`src/rtl/led_cfg_pkg.sv`:
```
package led_cfg_pkg;
    typedef enum logic [1:0] {
        ST_IDLE       = 2'd0,
        ST_HOLD_ONOFF = 2'd1,
        ST_HOLD_CORR  = 2'd2
    } ldr_state_t;
endpackage

```
`src/rtl/led_bit_sync.sv`:
```
module led_bit_sync #(
    parameter int STAGES = 2
) (
    input  logic clk,
    input  logic rst_n,
    input  logic async_in,
    output logic level_o
);
    logic [STAGES-1:0] pipe;

    generate
        if (STAGES == 1) begin : g_one
            always_ff @(posedge clk or negedge rst_n) begin
                if (!rst_n) pipe <= '0;
                else        pipe <= async_in;
            end
        end else begin : g_many
            always_ff @(posedge clk or negedge rst_n) begin
                if (!rst_n) pipe <= '0;
                else        pipe <= {pipe[STAGES-2:0], async_in};
            end
        end
    endgenerate

    assign level_o = pipe[STAGES-1];
endmodule

```
`src/rtl/led_shift_chain.sv`:
```
module led_shift_chain #(
    parameter int SHORT_LEN = 16,
    parameter int LONG_LEN  = 112
) (
    input  logic                 clk,
    input  logic                 rst_n,
    input  logic                 shift_en,
    input  logic                 din,
    input  logic                 low_load,
    input  logic [SHORT_LEN-1:0] low_data,
    input  logic                 long_sel,
    output logic [LONG_LEN-1:0]  chain,
    output logic                 dout
);
    always_ff @(posedge clk or negedge rst_n) begin
        if (!rst_n) begin
            chain <= '0;
        end else if (low_load) begin
            chain[SHORT_LEN-1:0] <= low_data;
        end else if (shift_en) begin
            chain <= {chain[LONG_LEN-2:0], din};
        end
    end

    assign dout = long_sel ? chain[LONG_LEN-1] : chain[SHORT_LEN-1];
endmodule

```
`src/rtl/led_cfg_loader.sv`:
```
module led_cfg_loader
    import led_cfg_pkg::*;
#(
    parameter int CHANNELS    = 16,
    parameter int CORR_W      = 7,
    parameter int SYNC_STAGES = 2
) (
    input  logic                         clk,
    input  logic                         rst_n,
    input  logic                         sclk_in,
    input  logic                         sdata_in,
    input  logic                         mode_in,
    input  logic                         latch_in,
    input  logic                         blank_in,
    input  logic [CHANNELS-1:0]          open_flags,
    output logic                         sdata_out,
    output logic [CHANNELS-1:0]          onoff_q,
    output logic [CHANNELS*CORR_W-1:0]   corr_q
);
    localparam int LONG_LEN = CHANNELS * CORR_W;

    logic sclk_s, sdata_s, mode_s, latch_s, blank_s;
    logic sclk_prev, latch_prev;
    logic sclk_rise, latch_rise, latch_fall;
    logic load_onoff, load_corr, flag_load;
    logic [LONG_LEN-1:0] chain;
    ldr_state_t st_q, st_d;

    led_bit_sync #(.STAGES(SYNC_STAGES)) u_sync_sclk  (.clk(clk), .rst_n(rst_n), .async_in(sclk_in),  .level_o(sclk_s));
    led_bit_sync #(.STAGES(SYNC_STAGES)) u_sync_data  (.clk(clk), .rst_n(rst_n), .async_in(sdata_in), .level_o(sdata_s));
    led_bit_sync #(.STAGES(SYNC_STAGES)) u_sync_mode  (.clk(clk), .rst_n(rst_n), .async_in(mode_in),  .level_o(mode_s));
    led_bit_sync #(.STAGES(SYNC_STAGES)) u_sync_latch (.clk(clk), .rst_n(rst_n), .async_in(latch_in), .level_o(latch_s));
    led_bit_sync #(.STAGES(SYNC_STAGES)) u_sync_blank (.clk(clk), .rst_n(rst_n), .async_in(blank_in), .level_o(blank_s));

    always_ff @(posedge clk or negedge rst_n) begin
        if (!rst_n) begin
            sclk_prev  <= 1'b0;
            latch_prev <= 1'b0;
        end else begin
            sclk_prev  <= sclk_s;
            latch_prev <= latch_s;
        end
    end

    assign sclk_rise  = sclk_s & ~sclk_prev;
    assign latch_rise = latch_s & ~latch_prev;
    assign latch_fall = ~latch_s & latch_prev;

    // state register
    always_ff @(posedge clk or negedge rst_n) begin
        if (!rst_n) st_q <= ST_IDLE;
        else        st_q <= st_d;
    end

    // next state and strobes
    always_comb begin
        st_d       = st_q;
        load_onoff = 1'b0;
        load_corr  = 1'b0;
        flag_load  = 1'b0;
        unique case (st_q)
            ST_IDLE: begin
                if (latch_rise) begin
                    if (mode_s) begin
                        load_corr = 1'b1;
                        st_d      = ST_HOLD_CORR;
                    end else begin
                        load_onoff = blank_s;
                        st_d       = ST_HOLD_ONOFF;
                    end
                end
            end
            ST_HOLD_ONOFF: begin
                if (latch_fall) begin
                    flag_load = 1'b1;
                    st_d      = ST_IDLE;
                end
            end
            ST_HOLD_CORR: begin
                if (latch_fall) st_d = ST_IDLE;
            end
            default: st_d = ST_IDLE;
        endcase
    end

    led_shift_chain #(.SHORT_LEN(CHANNELS), .LONG_LEN(LONG_LEN)) u_chain (
        .clk      (clk),
        .rst_n    (rst_n),
        .shift_en (sclk_rise),
        .din      (sdata_s),
        .low_load (flag_load),
        .low_data (open_flags),
        .long_sel (mode_s),
        .chain    (chain),
        .dout     (sdata_out)
    );

    always_ff @(posedge clk or negedge rst_n) begin
        if (!rst_n) begin
            onoff_q <= '0;
            corr_q  <= '0;
        end else begin
            if (load_onoff) onoff_q <= chain[CHANNELS-1:0];
            if (load_corr)  corr_q  <= chain;
        end
    end
endmodule

```
`config.mk`:
```
export PLATFORM = sky130hd
export DESIGN_NAME = led_cfg_loader
export DESIGN_NICKNAME = d
export VERILOG_FILES = /design/src/rtl/led_cfg_pkg.sv /design/src/rtl/led_bit_sync.sv /design/src/rtl/led_shift_chain.sv /design/src/rtl/led_cfg_loader.sv
export SDC_FILE = /design/constraint.sdc
export NUM_CORES = 1
export LEC_CHECK = 0
export CAP_MARGIN = 20
export CORE_MARGIN = 4
export CORE_UTILIZATION = 45
export CTS_CLUSTER_SIZE = 14
export DETAILED_ROUTE_END_ITERATION = 12
export DONT_BUFFER_PORTS = 1
export PLACE_DENSITY = 0.57
export SYNTH_ARGS = -nofsm -noshare
export SYNTH_HDL_FRONTEND = slang
export SYNTH_HIERARCHICAL = 1
export SYNTH_SLANG_ARGS = --single-unit
```
`constraint.sdc`:
```
create_clock -name clk -period 2.85 [get_ports clk]
set_input_delay 0 -clock clk [delete_from_list [all_inputs] [get_ports clk]]
set_output_delay 0 -clock clk [all_outputs]
set_load 0.01 [all_outputs]
```
Yosys cells after proc, flatten, opt, wreduce, memory -nomap -nowiden
Cells that the tools add are included.
{"block": "classes", "reduce_logical": 5, "n_mux": 15, "eq_ne": 4, "n_bitwise": 7}
{"op": "$mux 16", "n": 2}
{"op": "$mux 1", "n": 9}
{"op": "$mux 2", "n": 3}
{"op": "$not 1->1", "n": 4}
{"op": "$pmux 2 s2", "n": 1}
{"op": "$reduce_and 2->1", "n": 2}
{"op": "$and 1x1->1", "n": 3}
{"op": "$eq 2x1->1 const B", "n": 1}
{"op": "$eq 2x2->1 const B", "n": 1}
{"op": "$logic_not 2->1", "n": 1}
{"op": "$ne 2x1->1 const B", "n": 1}
{"op": "$ne 2x2->1 const B", "n": 1}
{"op": "$reduce_bool 2->1", "n": 1}
{"op": "$reduce_or 2->1", "n": 1}
{"block": "word_totals", "reg_bits": 254, "in_bits": 23, "wordCells": 43}

Longest topological paths before layout
{"block": "depth", "word_depth": 6, "ltp_mapped": 8, "depth_no_buf": 5}

Hierarchy
Netlist, hierarchy kept.
{"module": "led_cfg_loader", "n_inst": 1, "cells_per_inst": 300, "seq_area_each_um2": 3303.2, "area_per_inst_um2": 5031.1}
{"module": "led_shift_chain", "n_inst": 1, "cells_per_inst": 274, "seq_area_each_um2": 2802.7, "area_per_inst_um2": 4479.3}
{"module": "led_bit_sync", "n_inst": 5, "cells_per_inst": 2, "seq_area_each_um2": 50.0, "area_per_inst_um2": 50.0}

Worst setup path before layout
No wires, ideal clock.
{"block": "synth_timing", "kind": "reg2reg", "startpoint": "register st_q[1]", "endpoint": "register u_chain.chain[100]", "path_stages_with_launch": 9, "path_slack_ns": 0.845, "t_arrival_ns": 1.880, "t_required_ns": 2.725, "path_buffers": 3, "cell_sequence": "dfrtp_1 inv_1 ha_1 nor3b_1 nor2b_4 buf_6 buf_6 buf_6 mux2_4"}
{"block": "synth_via", "elab_chain_cells": 4}
{"element": "start: declaration", "line_no": "led_cfg_loader.sv:27", "source": "ldr_state_t st_q, st_d;"}
{"element": "start signal: assignment", "line_no": "led_cfg_loader.sv:52", "source": "else st_q <= st_d;"}
{"element": "$eq 2x1->1", "line_no": "led_cfg_loader.sv:61", "source": "unique case (st_q)"}
{"element": "$mux 1", "line_no": "led_cfg_loader.sv:61"}
{"element": "net flag_load", "line_no": "led_cfg_loader.sv:25", "source": "logic load_onoff, load_corr, flag_load;"}
{"element": "$not 1->1 (no source line)"}
{"element": "$reduce_and 2->1 (no source line)"}
{"element": "end signal: indexed assignment", "line_no": "led_shift_chain.sv:19", "source": "chain[SHORT_LEN-1:0] <= low_data;"}
{"element": "end signal: assignment", "line_no": "led_shift_chain.sv:21", "source": "chain <= {chain[LONG_LEN-2:0], din};"}
{"element": "end: declaration", "line_no": "led_shift_chain.sv:12", "source": "output logic [LONG_LEN-1:0] chain,"}
The timed path passes the listed nets, and every way through them passes these cells.
A chain may end at the register's enable or synchronous reset.

Final worst setup path
{"block": "layout_timing", "startpoint": "register st_q[0]", "endpoint": "register onoff_q[5]"}
{"block": "layout_via", "elab_chain_cells": 2}
{"element": "$logic_not 2->1", "line_no": "led_cfg_loader.sv:61"}
{"element": "$mux 1", "line_no": "led_cfg_loader.sv:61"}
{"element": "end signal: assignment", "line_no": "led_cfg_loader.sv:103", "source": "if (load_onoff) onoff_q <= chain[CHANNELS-1:0];"}
{"element": "end: declaration", "line_no": "led_cfg_loader.sv:17", "source": "output logic [CHANNELS-1:0] onoff_q,"}
Every way passes these cells.

==> flow_summary_export.csv <==
group,metric,value,unit
status,outcome,"complete, but fails checks",
floorplanning,core_area,0.02115,sq mm
synthesis,syn_avg_cell_area,16.71,sq um
cells_and_area,final_design_area_no_fill,0.01107,sq mm
power,power_leakage,5.349,nW
sta,worst_pin_slew,760.8,ps
flow_run,max_cap_viol_count,0,
cts,cts_hold_repair.buffers,21,
power,largest_vdd_supply_drop,406.3,uV
global_routing,grt.total_usage,14.26,%
drt,detail_route.wirelength,17130,microns
synthesis,synthesized_netlist_cell_count,584,
global_routing,grt_antenna_before_repair,0,
cts,clock_insertion_delay_worst_skew,510,ps
synthesis,synthTopCellsByArea,"sky130_fd_sc_hd__dfrtp_1, sky130_fd_sc_hd__mux2_2, sky130_fd_sc_hd__mux2_4",
placed_design,post-dp-hpwl,10410,microns
global_routing,first_pass_grt_wire_length,28300,microns
sta,hold_violation_count_in_the_final_report,254,
critical_path,path_depth,6,
cells_and_area,mostFrequentLayoutCell,"sky130_fd_sc_hd__dfrtp_1",
drt,num_vias,4731,
cts,ctsLongestPathBuffers,3,
floorplanning,die_width,155.3,microns
cts,clkSlewWorstSetupHoldPaths,60,ps
synthesis,syn_area,0.009761,sq mm
drt,antenna_left,0,
sta,period_share,69.63,%
critical_path,worst_setup_path_startpoint,"st_q[0]$_DFFE_PN0P_",
cells_and_area,layout.cells.most_common_list,"sky130_fd_sc_hd__dfrtp_1, sky130_fd_sc_hd__mux2_2, sky130_fd_sc_hd__mux2_4, sky130_fd_sc_hd__clkbuf_16, sky130_fd_sc_hd__dlygate4sd3_1",
global_routing,grt_remaining_overflow,0,
synthesis,synth_sequential_area_ratio,65.12,%
synthesis,yosys.cell_types.count,25,
sta,totalNegativeSetupSlack,0,ps
placed_design,placement.io_buffers,0,
sta,timing.clock.skew,11.96,ps
cts,clock_sinks,254,
cells_and_area,multiInputGateArea,0.003198,sq mm
power,power_density,826.6,mW/mm^2
cells_and_area,n_fill_cell,1774,
sta,finalSetupViolations,0,
critical_path,reg2reg_from,"st_q[0]$_DFFE_PN0P_",
synthesis,asyncSetResetFlopFracSynth,100.0,%
cts,tritoncts.num_buffers,26,
cells_and_area,final_net_count,636,
placed_design,placedInstanceArea,0.01000,sq mm
synthesis,synth_top_area_share,65.12,%
power,design_power_total,9.153,mW
critical_path,start_kind,"flop",
cts,cts_root_buf,"sky130_fd_sc_hd__clkbuf_16",
critical_path,critical-path-top-delay-family,"flip-flops",
floorplanning,floorplan.initialDensity,46.14,%
synthesis,synth.largest_area_cell,"sky130_fd_sc_hd__dfrtp_1",
drt,detail_route.wl_per_cell,18.92,microns
critical_path,slowest_delay,430,ps
drt,dr_drc_count,0,
sta,timing.max_slew.rel_slack,49.28,%
critical_path,cp_num_buf_inv,2,
cts,post-cts-setup-buffers,0,
synthesis,synth_nets,610,
synthesis,ys_seq_elements,254,
critical_path,arrival,2370,ps
floorplanning,fp-row-count,53,
drt,vias_per_cell,5.228,
critical_path,worstSetupEndpoint,"onoff_q[5]$_DFFE_PN0P_",
floorplanning,io_pins,152,
synthesis,dominantRegCellSynth,"sky130_fd_sc_hd__dfrtp_1",
critical_path,worst_path_max_delay_cell,"sky130_fd_sc_hd__dfrtp_1",
critical_path,reg2reg_slack,870,ps
sta,finalWorstPathRequiredPeriod,1984,ps
sta,timing.hold.ws,-804.8,ps
drt,drt_iter0_markers,192,
floorplanning,dieHeight,155.3,microns
critical_path,r2r_end,"onoff_q[5]$_DFFE_PN0P_",
cts,tritoncts_clock_tree,"done",
cells_and_area,areaGrowthSynthToFinish,13.45,%
synthesis,synth_edf_count,0,
cts,cts.htree.levels,1,
placed_design,place_congestion,0.7453,
cts,post_cts_resize_count,0,
critical_path,cp-end-kind,"flop",
sta,final_slew_violations,0,
critical_path,timing.reg2reg.worst_path_depth,6,
cells_and_area,drive_gt1_share,44.29,%
cells_and_area,antenna_cells_inserted,0,
drt,first_pass_iters,4,
min_path,hold_crit_path_type,"primary input to async pin",
critical_path,worst_setup_path_type,"flop to flop",
floorplanning,floorplan.die_area,0.02411,sq mm
sta,fmax,503.9,MHz
global_routing,via_count_of_the_first_global_routing_pass,5049,
critical_path,critPathRequiredTime,3240,ps
global_routing,maximum_number_of_pins_on_one_net_before_global_route_repair,255,
cells_and_area,seqCellArea,0.006356,sq mm
critical_path,timing.critical_path.cells,"inv_1 -> ha_1 -> nand2_2 -> nor4b_4 -> buf_4 -> mux2_2",
critical_path,critical_path_peak_fanout,16,
sta,grt_setup_unrepaired,"false",
status,violations_in_the_final_reports,"hold timing",
synthesis,synth-warning-count,6,
[through the flow]
step | cells | worst slack (ps) | hold WS (ps) | util (%)
floorplan | 584 | 844.6 | -295.6 | -
global placement | 836 | 958.6 | -286.3 | 47.29
detailed placement | 836 | 888.5 | -287.7 | 47.29
CTS | 905 | 866.9 | -837.7 | 52.35
global route | 905 | 743.5 | -836.4 | 52.35
finish | 905 | 865.5 | -804.8 | 52.35
[synthesized netlist by cell type (3+ instances only)]
| library cell | instances |
|---|---|
| sky130_fd_sc_hd__o21ai_0 | 16 |
| sky130_fd_sc_hd__ha_1 | 3 |
| sky130_fd_sc_hd__inv_1 | 4 |
| sky130_fd_sc_hd__mux2_4 | 40 |
| sky130_fd_sc_hd__buf_2 | 18 |
| sky130_fd_sc_hd__buf_6 | 8 |
| sky130_fd_sc_hd__nand2_1 | 16 |
| sky130_fd_sc_hd__mux2i_1 | 17 |
| sky130_fd_sc_hd__mux2_2 | 185 |
| sky130_fd_sc_hd__clkbuf_1 | 3 |
| sky130_fd_sc_hd__dfrtp_1 | 254 |
[flip-flops by register name (all words and copies together), names as in the netlist]
name / flops
corr_q: 112
sclk_prev: 1
u_sync_blank/pipe: 2
u_sync_mode/pipe: 2
latch_prev: 1
u_chain/chain: 112
u_sync_latch/pipe: 2
st_q: 2
onoff_q: 16
u_sync_data/pipe: 2
u_sync_sclk/pipe: 2
[layout make-up]
| cell class | instances | share of cell area, % |
|---|---|---|
| Clock buffer | 40 | 7.175 |
| Clock inverter | 8 | 0.5876 |
| Inverter | 4 | 0.1356 |
| Multi-Input combinational cell | 296 | 28.88 |
| Sequential cell | 254 | 57.40 |
| Tap cell | 275 | 3.107 |
| Timing Repair Buffer | 28 | 2.712 |
[per-layer routing]
metal / global-route usage (%) / wire length [microns] / part of all wire (%)
met1: 19.19 / 7267 / 42
met2: 21.95 / 7919 / 46
met3: 5.118 / 1449 / 8.5
met4: 4.293 / 488 / 2.8
met5: 0 / 0 / 0
[report_power, final]
part,switching (mW),internal [mW]
Clock,1.32,2.00
Sequential,0.630,4.20
Combinational,0.404,0.603
[logic make-up (layout without fill, tap and decap cells)]
logic type / count (synthesis) / count (layout) / synth area share [%]
and+or+nand+nor: 27 / 27 / 1.602
adders and majority gates: 3 / 3 / 0.3846
AOI/OAI and AO/OA: 24 / 24 / 1.461
DFF: 254 / 254 / 65.12
buffers and inverters: 34 / 80 / 2.192
muxes: 242 / 242 / 29.24
[how the worst min path moves through the flow]
stage / end / slack [ps] / depth (start not counted)
global placement: corr_q[8]$_DFFE_PN0P_ / -290 / 0
finish: corr_q[7]$_DFFE_PN0P_ / -800 / 0
floorplan: corr_q[0]$_DFFE_PN0P_ / -300 / 0
CTS: corr_q[19]$_DFFE_PN0P_ / -840 / 0
detailed placement: corr_q[7]$_DFFE_PN0P_ / -290 / 0
global route: corr_q[8]$_DFFE_PN0P_ / -840 / 0
Note: power is estimated with default switching activity, not from simulation.
